$ cat config.mk
export PLATFORM = sky130hd
export DESIGN_NAME = lcd_blink_ctrl
export DESIGN_NICKNAME = d
export VERILOG_FILES = /design/src/rtl/lcd_blink_pkg.sv /design/src/rtl/blink_rate_decode.sv /design/src/rtl/blink_prescaler.sv /design/src/rtl/blink_output_gate.sv /design/src/rtl/lcd_blink_ctrl.sv
export SDC_FILE = /design/constraint.sdc
export NUM_CORES = 1
export LEC_CHECK = 0
export BUFFER_PORTS_ARGS = -buffer_cell sky130_fd_sc_hd__buf_4
export CAP_MARGIN = 30
export CORE_AREA = 3 3 40 42
export DETAILED_ROUTE_END_ITERATION = 6
export DIE_AREA = 0 0 43 45
export GPL_TIMING_DRIVEN = 0
export HOLD_SLACK_MARGIN = 0.02
export PLACE_DENSITY = 0.67
export SYNTH_ARGS = -nofsm -noshare
export SYNTH_HDL_FRONTEND = slang
export SYNTH_SLANG_ARGS = --single-unit
export TNS_END_PERCENT = 10
$ cat constraint.sdc
create_clock -name clk -period 5.32 [get_ports clk]
set_input_delay 0.266 -clock clk [delete_from_list [all_inputs] [get_ports clk]]
set_output_delay 0.266 -clock clk [all_outputs]
set_load 0.03 [all_outputs]
$ cat src/rtl/lcd_blink_pkg.sv
// Package: shared encodings for the LCD blink timing controller.
// Assumes the blink and drive mode fields arrive already decoded, 2 bits each.
package lcd_blink_pkg;

    typedef enum logic [1:0] {
        BLINK_OFF  = 2'd0,
        BLINK_FAST = 2'd1,
        BLINK_MID  = 2'd2,
        BLINK_SLOW = 2'd3
    } blink_mode_e;

    typedef enum logic [1:0] {
        DRV_STATIC = 2'd0,
        DRV_MUX2   = 2'd1,
        DRV_MUX3   = 2'd2,
        DRV_MUX4   = 2'd3
    } drive_mode_e;

    // Drive modes that own an alternate RAM bank.
    function automatic logic has_alt_bank(input logic [1:0] drv);
        return (drv == DRV_STATIC) || (drv == DRV_MUX2);
    endfunction

endpackage

$ cat src/rtl/blink_rate_decode.sv
// Module: blink_rate_decode
// Turns the blink mode into a half-period length in display clocks.
// The fastest mode uses BASE_HALF, and each slower mode doubles it.
// Assumes mode 0 (off) is handled by the prescaler; it returns BASE_HALF for it.
module blink_rate_decode #(
    parameter int BASE_HALF = 384,
    parameter int CNT_W     = $clog2(BASE_HALF * 4)
) (
    input  logic [1:0]       blink_mode,
    output logic [CNT_W-1:0] half_len
);

    localparam logic [CNT_W-1:0] HALF1 = CNT_W'(BASE_HALF);
    localparam logic [CNT_W-1:0] HALF2 = CNT_W'(BASE_HALF * 2);
    localparam logic [CNT_W-1:0] HALF3 = CNT_W'(BASE_HALF * 4);

    // Purpose: choose the half-period length for the selected blink rate.
    always_comb begin
        unique case (blink_mode)
            2'd2:    half_len = HALF2;
            2'd3:    half_len = HALF3;
            default: half_len = HALF1;
        endcase
    end

endmodule

$ cat src/rtl/blink_prescaler.sv
// Module: blink_prescaler
// Counts display clocks and flips the blink phase once per half period.
// It restarts in the visible phase (phase 0) after a reset, after any change
// of blink mode, and for as long as blinking is off.
// Assumes half_len is at least 2 and is stable while the mode is unchanged.
module blink_prescaler #(
    parameter int CNT_W = 11
) (
    input  logic             clk,
    input  logic             rst_n,
    input  logic [1:0]       blink_mode,
    input  logic [CNT_W-1:0] half_len,
    output logic             phase
);

    logic [CNT_W-1:0] cnt;
    logic [1:0]       mode_q;
    logic             restart;
    logic             wrap;

    // Purpose: spot a mode change or the off mode, both of which hold the prescaler.
    always_comb begin
        restart = (blink_mode != mode_q) || (blink_mode == 2'd0);
        wrap    = (cnt == half_len - CNT_W'(1));
    end

    // Purpose: count within the half period and toggle the phase at its end.
    always_ff @(posedge clk) begin
        if (!rst_n) begin
            cnt    <= '0;
            phase  <= 1'b0;
            mode_q <= blink_mode;
        end else begin
            mode_q <= blink_mode;
            if (restart) begin
                cnt   <= '0;
                phase <= 1'b0;
            end else if (wrap) begin
                cnt   <= '0;
                phase <= ~phase;
            end else begin
                cnt <= cnt + CNT_W'(1);
            end
        end
    end

    AST_CNT_IN_HALF: assert property (@(posedge clk) disable iff (!rst_n)
        cnt < half_len || blink_mode != mode_q)
        else $error("count beyond half period");

    AST_MODE_RESTART: assert property (@(posedge clk) disable iff (!rst_n)
        (blink_mode != mode_q) |=> (cnt == '0 && !phase))
        else $error("mode change did not restart prescaler");

    AST_OFF_VISIBLE: assert property (@(posedge clk) disable iff (!rst_n)
        (blink_mode == 2'd0) |=> !phase)
        else $error("phase moved while blinking off");

endmodule

$ cat src/rtl/blink_output_gate.sv
// Module: blink_output_gate
// Maps the blink phase to the whole-display blank or to the bank select.
// The bank swap is used only when an alternate bank exists in the drive mode.
// Clearing the display enable overrides everything else and blanks the display.
// Assumes phase is 0 while blinking is off.
module blink_output_gate
    import lcd_blink_pkg::*;
(
    input  logic       clk,
    input  logic       rst_n,
    input  logic       phase,
    input  logic       alt_bank_en,
    input  logic [1:0] mux_mode,
    input  logic       disp_en,
    output logic       blank,
    output logic       bank_sel
);

    logic swap_ok;

    // Purpose: route the phase either to the bank select or to the blank strobe.
    always_comb begin
        swap_ok  = alt_bank_en && has_alt_bank(mux_mode);
        bank_sel = swap_ok && phase;
        blank    = !disp_en || (phase && !swap_ok);
    end

    AST_NO_SWAP_HIGH_MUX: assert property (@(posedge clk) disable iff (!rst_n)
        (mux_mode[1]) |-> !bank_sel)
        else $error("bank swap in a mode without alternate bank");

    AST_DISABLE_BLANKS: assert property (@(posedge clk) disable iff (!rst_n)
        (!disp_en) |-> blank)
        else $error("display not blanked while disabled");

    AST_SWAP_NO_BLANK: assert property (@(posedge clk) disable iff (!rst_n)
        (bank_sel && disp_en) |-> !blank)
        else $error("blanked during bank swap");

endmodule

$ cat src/rtl/lcd_blink_ctrl.sv
// Module: lcd_blink_ctrl (top)
// Blink timing for a segment LCD driver: a rate decode, a prescaler and an output gate.
// Assumes all inputs are synchronous to clk, the display clock.
module lcd_blink_ctrl #(
    parameter int BASE_HALF = 384
) (
    input  logic       clk,
    input  logic       rst_n,
    input  logic [1:0] blink_mode,
    input  logic       alt_bank_en,
    input  logic [1:0] mux_mode,
    input  logic       disp_en,
    output logic       blank,
    output logic       bank_sel
);

    localparam int CNT_W = $clog2(BASE_HALF * 4);

    logic [CNT_W-1:0] half_len;
    logic             phase;

    blink_rate_decode #(
        .BASE_HALF (BASE_HALF),
        .CNT_W     (CNT_W)
    ) u_decode (
        .blink_mode (blink_mode),
        .half_len   (half_len)
    );

    blink_prescaler #(
        .CNT_W (CNT_W)
    ) u_prescaler (
        .clk        (clk),
        .rst_n      (rst_n),
        .blink_mode (blink_mode),
        .half_len   (half_len),
        .phase      (phase)
    );

    blink_output_gate u_gate (
        .clk         (clk),
        .rst_n       (rst_n),
        .phase       (phase),
        .alt_bank_en (alt_bank_en),
        .mux_mode    (mux_mode),
        .disp_en     (disp_en),
        .blank       (blank),
        .bank_sel    (bank_sel)
    );

    AST_RESET_VISIBLE: assert property (@(posedge clk)
        (!rst_n) |=> (!bank_sel && (blank == !disp_en)))
        else $error("reset did not give visible primary bank");

endmodule

==> metrics.md, run 1 <==
| Metric | Value |
|---|---|
| Worst slack, placed | `3480 ps` |
| Final Routed Wirelength | `1070 um` |
| Top cells by area, synth | `dfxtp_1, xnor2_1, nor2_1` |
| CTS tree | `yes` |
| GR Overflow Total | `0` |
| Area Overhead vs Synth | `18.7%` |
| Starting Density | `47.9%` |
| Fin area | `731 um^2` |
| EDFF count, synth | `0` |
| Drt first pass iters | `4` |
| Clock Pin Slew Worst Setup and Hold Paths | `80 ps` |
| Most frequent cell after synthesis | `dfxtp_1` |
| DR iter-0 viols | `7` |
| Ys Warns | `0` |
| Avg Inst Size Synth | `8.92 um^2` |
| Worst setup EP type | `flop` |
| Num CTS Buffers | `3` |
| Area taken by flip-flops and latches | `280 um^2` |
| Buf+Inv Stages, Crit Path | `0` |
| Critical path startpoint category | `flop` |
| Met3 usage | `7.17%` |
| Multi-input logic area | `324 um^2` |
| Clock Skew | `7.33 ps` |
| Fin worst setup slack | `3480 ps` |
| H-tree lvl count | `1` |
| Vias per inst | `5.18` |
| Final Setup Violations | `0` |
| Max VDD drop | `0.000180 V` |
| Cell Rows | `13` |
| HP Class | `input port to flop` |
| Final GP Congestion | `0.729` |
| Critical path class | `flop to flop` |
| Met2 Use GR | `18.3%` |
| Critical Path AT | `2020 ps` |
| Status | `complete, no violations` |
| Root buf cell | `clkbuf_4` |
| Routing usage on met1 | `15.9%` |
| Synth Register Bits | `14` |
| CORE AREA | `1280 um^2` |
| Count of cell types in the netlist | `23` |
| FFs w/ async S/R, synth | `0%` |
| Initial antenna violation count | `0` |
| Hpwl dp | `774 um` |
| Io pins | `10` |
| Slew @ Worst Pin | `281 ps` |
| Max clock buf depth | `2` |
| Rel. slew slack | `81.3%` |
| LEAKAGE | `0.254 nW` |
| Setup_tns | `0 ps` |
| Die Footprint | `1940 um^2` |
| Top delay family on crit path | `simple AND/OR/NAND/NOR gates` |
| Die width | `43 um` |
| Slowest-stage cell, CP | `or4b_1` |
| Antenna diodes | `0` |
| Post-CTS Hold Buffers | `0` |
| Pwr Density | `261 nW/um^2` |
| Top cell type by total area after synthesis | `dfxtp_1` |
| Die Height | `45 um` |
| Routed via count | `497` |
| Share of layout cells above drive strength 1 | `16.0%` |
| Worst Path Required | `5510 ps` |
| Clock Latency Late Sink | `280 ps` |
| Maximum fanout along the worst path | `6` |
| Max Freq | `0.544 GHz` |
| Final worst-path cycle share | `34.6%` |
| Critical Path, Cell by Cell | `or4b_1 > a2111o_1 > and3_1 > o21a_1` |
| Largest net degree at the start of global routing | `11` |
| Max cap viols | `0` |
| Max Transition Viols Final | `0` |
| I/O Buffers | `8` |
| Reg2Reg Setup Slack | `3480 ps` |
| Cell Area, Synth | `616 um^2` |
| Post-synthesis net count | `78` |
| Max incr delay on CP | `530 ps` |
| Post-CTS Setup Bufs | `0` |
| Nets@finish | `91` |
| Fin. Hold Viols | `0` |
| Cell Area, Placed | `694 um^2` |
| First-pass GRT wire length | `1780 um` |
| Filler cell count | `122` |
| Mapped Cells | `69` |
| RSZ-0062 raised after global routing | `false` |
| Sequential element share of the synthesized area | `45.5%` |
| Synth Flop Type | `dfxtp_1` |
| Hold WS | `116 ps` |
| WL per Instance | `11.1 um` |
| DRC | `0` |
| Top cells by count, synth | `dfxtp_1, nor2_1, nand2_1, nand3_1, xnor2_1` |
| Gr usage total | `12.8%` |
| Share of the synthesized area in the top cell type | `45.5%` |
| Remaining antenna violation count | `0` |
| Final min period | `1840 ps` |
| GRT busiest layer | `met2` |
| CTS Sinks | `14` |
| Vias in the first global route | `417` |
| Post-cts sizing count | `0` |
==> cells by family (layout without fill, tap and decap cells) <==
| kind of cell | count (synthesis) | in the layout | share of synthesized area (%) |
|---|---|---|---|
| and+or+nand+nor | 35 | 35 | 30.5 |
| AOI/OAI and AO/OA | 7 | 7 | 7.32 |
| buffers and inverters | 3 | 15 | 1.83 |
| adders and majority gates | 1 | 1 | 2.03 |
| DFF | 14 | 14 | 45.5 |
| xor gates and xnor gates | 9 | 9 | 12.8 |
==> report_power, final <==
part,total [mW],internal (mW),switching (mW)
Sequential,0.107,0.106,0.000763
Clock,0.0750,0.0417,0.0334
Combinational,0.00924,0.00459,0.00466
Total,0.191,0.152,0.0388
==> final timing paths <==
check                           from                    end  cells after the start
setup reg to reg  u_prescaler.cnt[8]      u_prescaler.phase                      4
hold reg to reg   u_prescaler.cnt[0]     u_prescaler.cnt[0]                      1
hold / removal         blink_mode[1]  u_prescaler.mode_q[1]                      1
setup / recovery  u_prescaler.cnt[8]      u_prescaler.phase                      4
==> metal layers <==
layer | up-vias | wire (um)
met1 | 221 | 493
met5 | - | 0
met2 | 7 | 501
met3 | 4 | 56
met4 | 0 | 17
li1 | 265 | -
==> placed cells by master, fill, tap and decap left out, types with 2 or more instances in the layout <==
master | synthesis | layout
nor3_1 | 3 | 3
inv_1 | 3 | 3
nor2_1 | 11 | 11
xor2_1 | 4 | 4
or4b_1 | 2 | 2
o21ai_0 | 2 | 2
nand4b_1 | 2 | 2
a21oi_1 | 2 | 2
nand2_1 | 5 | 5
buf_4 | 0 | 8
xnor2_1 | 5 | 5
dfxtp_1 | 14 | 14
clkbuf_4 | 0 | 3
nand3_1 | 5 | 5
==> metrics by stage <==
stage	power [mW]	std cells	utilization [%]
floorplan	0.113	69	-
global placement	0.118	92	54.0
detailed placement	0.119	92	54.0
CTS	0.194	96	56.9
global route	0.201	96	56.9
finish	0.191	96	56.9
==> registers in the layout, summed over array words and instances, names as in the netlist <==
signal and flops:
u_prescaler.phase 1, u_prescaler.mode_q 2, u_prescaler.cnt 11
==> area by class of cell <==
cell class,instances,share of cell area (%)
clock buffers,4,4.97
flip-flops and latches,14,38.4
inverters,3,1.54
well taps,15,2.57
multi-input cells,52,44.3
repair buffers,8,8.22
==> worst reg2reg max path, cell delays in order, from the launching register on <==
cell and delay (ps):
dfxtp_1 370, or4b_1 530, a2111o_1 460, and3_1 200, o21a_1 170
Power figures use the tool's default switching activity.
==> run 2, diff against run 1 <==
--- a/config.mk
+++ b/config.mk
@@ -7,12 +7,12 @@
 export LEC_CHECK = 0
 export BUFFER_PORTS_ARGS = -buffer_cell sky130_fd_sc_hd__buf_4
 export CAP_MARGIN = 30
-export CORE_AREA = 3 3 40 42
+export CORE_MARGIN = 3
+export CORE_UTILIZATION = 46
 export DETAILED_ROUTE_END_ITERATION = 6
-export DIE_AREA = 0 0 43 45
 export GPL_TIMING_DRIVEN = 0
 export HOLD_SLACK_MARGIN = 0.02
-export PLACE_DENSITY = 0.67
+export PLACE_DENSITY = 0.7
 export SYNTH_ARGS = -nofsm -noshare
 export SYNTH_HDL_FRONTEND = slang
 export SYNTH_SLANG_ARGS = --single-unit
==> constraint.sdc (replaced) <==
create_clock -name clk -period 1.67 [get_ports clk]
set_input_delay 0.0835 -clock clk [delete_from_list [all_inputs] [get_ports clk]]
set_output_delay 0.0835 -clock clk [all_outputs]
set_load 0.03 [all_outputs]
==> run 2 against run 1 <==
  * The flow now finishes with violations (setup timing)
  * Largest power group unchanged
  * Flip-flop and latch count stayed put
  * Worst setup slack lost 3600 ps
  * Clock skew decreased by 3.3 ps
  * Clock power grew to 2.5 times the previous value
==> metrics.md, run 2 (synthesized netlist as in run 1, its figures left out) <==
| Metric | Value |
|---|---|
| Root buf cell | `clkbuf_4` |
| Vias in the first global route | `520` |
| Pwr Density | `760 nW/um^2` |
| Max Freq | `0.560 GHz` |
| Max reg flops | `11` |
| Post-CTS Setup Bufs | `0` |
| Clock Pin Slew Worst Setup and Hold Paths | `80 ps` |
| Drt first pass iters | `5` |
| Clock Skew | `4.05 ps` |
| Antenna diodes | `0` |
| Hpwl dp | `823 um` |
| Total power draw | `564 uW` |
| Vias per inst | `5.35` |
| I/O Buffers | `8` |
| DR iter-0 viols | `3` |
| Critical path class | `flop to flop` |
| DRC | `0` |
| Status | `complete, but fails checks` |
| Max Transition Viols Final | `0` |
| Maximum fanout along the worst path | `6` |
| Biggest register | `u_prescaler.cnt` |
| Share of layout cells above drive strength 1 | `18.3%` |
| Fin worst setup slack | `-116 ps` |
| LEAKAGE | `0.258 nW` |
| Worst slack, placed | `-121 ps` |
| Die Footprint | `1810 um^2` |
| Fin. Hold Viols | `0` |
| Critical Path AT | `1960 ps` |
| Final GP Congestion | `0.720` |
| Die width | `42.6 um` |
| Cell Rows | `12` |
| CORE AREA | `1190 um^2` |
| Most frequent cells in the layout | `dfxtp_1, nor2_1, buf_4` |
| Slew @ Worst Pin | `293 ps` |
| HP Class | `input port to flop` |
| Setup_tns | `-328 ps` |
| Gr usage total | `15.5%` |
| Worst setup EP type | `flop` |
| H-tree lvl count | `1` |
| Inst Count DP | `91` |
| Violated checks | `setup timing` |
| Io pins | `10` |
| Die Height | `42.6 um` |
| Max clock buf depth | `2` |
| Clock Latency Late Sink | `280 ps` |
| Final Core Density | `62.6%` |
| Initial antenna violation count | `0` |
| Rel. slew slack | `80.4%` |
| RSZ-0062 raised after global routing | `true` |
| Final cell count without fillers | `96` |
| Remaining antenna violation count | `0` |
| Max cap viols | `0` |
| Max incr delay on CP | `520 ps` |
| Critical Path, Cell by Cell | `or4b_1 > a2111o_1 > and3_1 > o21a_1` |
| Final Routed Wirelength | `1190 um` |
| Final worst-path cycle share | `107%` |
| Critical path startpoint category | `flop` |
| Num CTS Buffers | `3` |
| Most common cell after layout, fill and taps aside | `dfxtp_1` |
| Routed via count | `514` |
| Max VDD drop | `0.000486 V` |
| Area Overhead vs Synth | `20.5%` |
| Nets@finish | `93` |
| Final Setup Violations | `11` |
| GR Overflow Total | `0` |
| Biggest regs | `u_prescaler.cnt (11), u_prescaler.mode_q (2), u_prescaler.phase (1)` |
| WL per Instance | `12.4 um` |
| Final min period | `1790 ps` |
| Starting Density | `51.9%` |
| Worst Path Required | `1850 ps` |
| Largest net degree at the start of global routing | `11` |
| CTS tree | `yes` |
| Slowest-stage cell, CP | `or4b_1` |
| CTS Sinks | `14` |
| First-pass GRT wire length | `2130 um` |
==> run 2: cell types whose count changed in the layout (fill, tap and decap cells not counted), sizes merged <==
cell | previous run | this run
clkbuf | 4 | 3
dlygate4sd3 | 0 | 2
==> run 2: through the flow <==
step | hold slack (ps) | cell area [um^2]
after global routing | 328 | 742
after detailed placement | 224 | 698
final | 273 | 742
after CTS | 284 | 742
after floorplan | 111 | 621
after global placement | 225 | 698
==> run 2: area by class of cell <==
class	instances	area [um^2]
Inverter	3	11.3
Tap cell	14	17.5
Fill cell	118	444
Multi-Input combinational cell	52	328
Clock buffer	3	22.5
Timing Repair Buffer	10	80.1
Sequential cell	14	283
==> run 2: what timing repair did <==
action	in CTS	in global routing
hold endpoints to repair	2	0
hold buffers	2	0
cloned	0	0
setup endpoints to repair	11	11
gates resized for setup	1	0
==> run 2: power breakdown <==
| group | switching [mW] | leakage (nW) | internal [mW] |
|---|---|---|---|
| combinational | 0.0159 | 0.129 | 0.0177 |
| clock | 0.107 | 0.0138 | 0.0837 |
| sequential | 0.00242 | 0.115 | 0.337 |
==> run 2: worst max-delay path: cells and delay by family, from the launching register on <==
family	cells	cell delay, ps
AND/OR/NAND/NOR	2	720
AO/OA/AOI/OAI	2	600
flip-flops	1	360
==> run 2: path summary, 6_finish.rpt <==
path | to | cells after the start | from | slack [ps]
max reg2reg | u_prescaler.phase | 4 | u_prescaler.cnt[8] | -120
min | u_prescaler.phase | 4 | rst_n | 270
max | u_prescaler.phase | 4 | u_prescaler.cnt[8] | -120
min reg2reg | u_prescaler.cnt[0] | 1 | u_prescaler.cnt[0] | 450
==> run 2: routing by layer <==
metal	global-route usage [%]	share of wire [%]	routed length, um	vias up
li1	-	-	-	269
met3	2.58	2.3	28	2
met4	7.45	1.9	23	0
met2	27.1	50	595	4
met5	0	0	0	-
met1	17.9	46	545	239
==> run 3, diff against run 2 <==
--- a/config.mk
+++ b/config.mk
@@ -7,12 +7,12 @@
 export LEC_CHECK = 0
 export BUFFER_PORTS_ARGS = -buffer_cell sky130_fd_sc_hd__buf_4
 export CAP_MARGIN = 30
+export CORE_ASPECT_RATIO = 1.2
 export CORE_MARGIN = 3
-export CORE_UTILIZATION = 46
+export CORE_UTILIZATION = 30
 export DETAILED_ROUTE_END_ITERATION = 6
 export GPL_TIMING_DRIVEN = 0
 export HOLD_SLACK_MARGIN = 0.02
-export PLACE_DENSITY = 0.7
 export SYNTH_ARGS = -nofsm -noshare
 export SYNTH_HDL_FRONTEND = slang
 export SYNTH_SLANG_ARGS = --single-unit
==> constraint.sdc (replaced) <==
create_clock -name clk -period 2.25 [get_ports clk]
set_input_delay 0.1125 -clock clk [delete_from_list [all_inputs] [get_ports clk]]
set_output_delay 0.1125 -clock clk [all_outputs]
set_load 0.03 [all_outputs]
==> run 3 against run 2 <==
  * The run now ends clean
  * Power is 19% lower
  * Hold slack better by 23 ps
  * Sequential share of layout area is 1.0 points lower
  * Routed wire length is 7.6% lower
  * Worst setup slack better by 380 ps
  * Sequential power down 26%
  * Critical path type is now input port to flop
  * Highest routed layer unchanged
==> metrics.md, run 3 (synthesized netlist as in run 1, its figures left out) <==
| Metric | Value |
|---|---|
| Status | `complete, no violations` |
| Biggest regs | `u_prescaler.cnt (11), u_prescaler.mode_q (2), u_prescaler.phase (1)` |
| Slowest-stage cell, CP | `dlygate4sd3_1` |
| LEAKAGE | `0.262 nW` |
| H-tree lvl count | `1` |
| Buf+Inv Stages, Crit Path | `2` |
| Max Freq | `0.503 GHz` |
| Worst slack, placed | `445 ps` |
| Slew @ Worst Pin | `297 ps` |
| Fin worst setup slack | `260 ps` |
| Biggest register | `u_prescaler.cnt` |
| Hold path cells | `4` |
| Max reg flops | `11` |
| Cell Area, Placed | `699 um^2` |
| Root buf cell | `clkbuf_4` |
| Final GP Congestion | `0.711` |
| GR Overflow Total | `0` |
| Setup_tns | `0 ps` |
| Max cap viols | `0` |
| Final worst-path cycle share | `88.4%` |
| Filler cell count | `187` |
| Die Height | `55.6 um` |
| Critical Path AT | `2170 ps` |
| CTS Sinks | `14` |
| Critical Path, Cell by Cell | `dlygate4sd3_1 > buf_4 > or4b_1 > a2111o_1 > and3_1 > o21a_1` |
| Area taken by flip-flops and latches | `280 um^2` |
| Fin area | `756 um^2` |
| GRT busiest layer | `met2` |
| Vias in the first global route | `512` |
| Starting Density | `32.5%` |
| Maximum fanout along the worst path | `5` |
| Nets@finish | `93` |
| RSZ-0062 raised after global routing | `false` |
| Reg2Reg Setup Slack | `410 ps` |
| Clock Skew | `3.21 ps` |
| Gr usage total | `11.0%` |
| Final min period | `1990 ps` |
| Worst setup EP type | `flop` |
| Fin. Hold Viols | `0` |
| Critical path class | `input port to flop` |
| First-pass GRT wire length | `2130 um` |
| HP Class | `input port to flop` |
| Io pins | `10` |
| Vias per inst | `5.06` |
| Rel. slew slack | `80.2%` |
| Worst reg2reg endpoint | `u_prescaler.phase` |
| Remaining antenna violation count | `0` |
| DRC | `0` |
| Hold Crit Start | `rst_n` |
| I/O Buffers | `8` |
| Max clock buf depth | `2` |
| DR iter-0 viols | `3` |
| Met3 usage | `1.94%` |
| CORE AREA | `1890 um^2` |
| Most frequent cells in the layout | `dfxtp_1, nor2_1, buf_4` |
| CTS tree | `yes` |
| Max VDD drop | `0.000351 V` |
| Cells on worst reg2reg path | `4` |
| Final Routed Wirelength | `1100 um` |
| Post-cts sizing count | `0` |
| WL per Instance | `10.8 um` |
| Num CTS Buffers | `3` |
| Pwr Density | `603 nW/um^2` |
| Crit Reg-Reg Startpoint | `u_prescaler.cnt[8]` |
| Max Transition Viols Final | `0` |
| Final Setup Violations | `0` |
| Clock Pin Slew Worst Setup and Hold Paths | `80 ps` |
| Initial antenna violation count | `0` |
| Worst Path Required | `2430 ps` |
| Met2 Use GR | `15.7%` |
| Die Footprint | `2630 um^2` |
| Cell Rows | `17` |
| Hpwl dp | `769 um` |
| Max incr delay on CP | `550 ps` |
| Share of layout cells above drive strength 1 | `15.7%` |
| Area Overhead vs Synth | `22.8%` |
| Multi-input logic area | `324 um^2` |
| Clock Latency Late Sink | `280 ps` |
| Drt first pass iters | `4` |
| Antenna diodes | `0` |
| Worst hold path endpoint | `u_prescaler.phase` |
| Largest net degree at the start of global routing | `11` |
| Routing usage on met1 | `14.7%` |
| Top delay family on crit path | `buffers and inverters` |
| Most common cell after layout, fill and taps aside | `dfxtp_1` |
| Routed via count | `516` |
| Critical path startpoint category | `input port` |
| Die width | `47.4 um` |
## run 3: how the worst max path moves through the flow
stage,from,to,slack (ps),cells after the start
5_1_grt,blink_mode[0],u_prescaler.phase,230,6
4_1_cts,blink_mode[0],u_prescaler.phase,300,6
3_5_place_dp,u_prescaler.cnt[7],u_prescaler.phase,450,4
2_1_floorplan,u_prescaler.cnt[8],u_prescaler.phase,500,4
6_report,blink_mode[0],u_prescaler.phase,260,6
3_3_place_gp,u_prescaler.cnt[8],u_prescaler.phase,460,4
## run 3: repair_timing
action	4_1_cts	5_1_grt
hold buffers	2	0
hold endpoints to repair	2	0
buffers inserted	0	0
## run 3: area by class of cell
| type | instances | area share [%] |
|---|---|---|
| Timing Repair Buffer | 10 | 10.6 |
| Inverter | 3 | 1.49 |
| Clock buffer | 4 | 4.80 |
| Tap cell | 19 | 3.15 |
| Multi-Input combinational cell | 52 | 42.9 |
| Sequential cell | 14 | 37.1 |
## run 3: metal layers
metal  routed length (um)  share of wire (%)
met1                  505                 46
met2                  517                 47
met3                   54                4.9
met4                   24                2.2
met5                    0                  0
## run 3: metrics by stage
step           std cells  power [mW]  utilization, %  hold WS (ps)
6_report             102       0.456            39.9           296
4_1_cts              102       0.461            39.9           300
3_5_place_dp          96       0.280            36.9           250
2_1_floorplan         69       0.267               -           140
5_1_grt              102       0.481            39.9           342
3_3_place_gp          96       0.279            36.9           251
## run 3: power breakdown
part,internal (mW),leakage [nW],switching (mW)
clock,0.0984,0.0210,0.0802
sequential,0.250,0.114,0.00170
combinational,0.0131,0.128,0.0116
total,0.362,0.262,0.0935
## run 3: worst reg2reg max path, cell delays in order (launching register included)
cell and delay (ps):
dfxtp_1 370, or4b_1 540, a2111o_1 470, and3_1 200
o21a_1 170
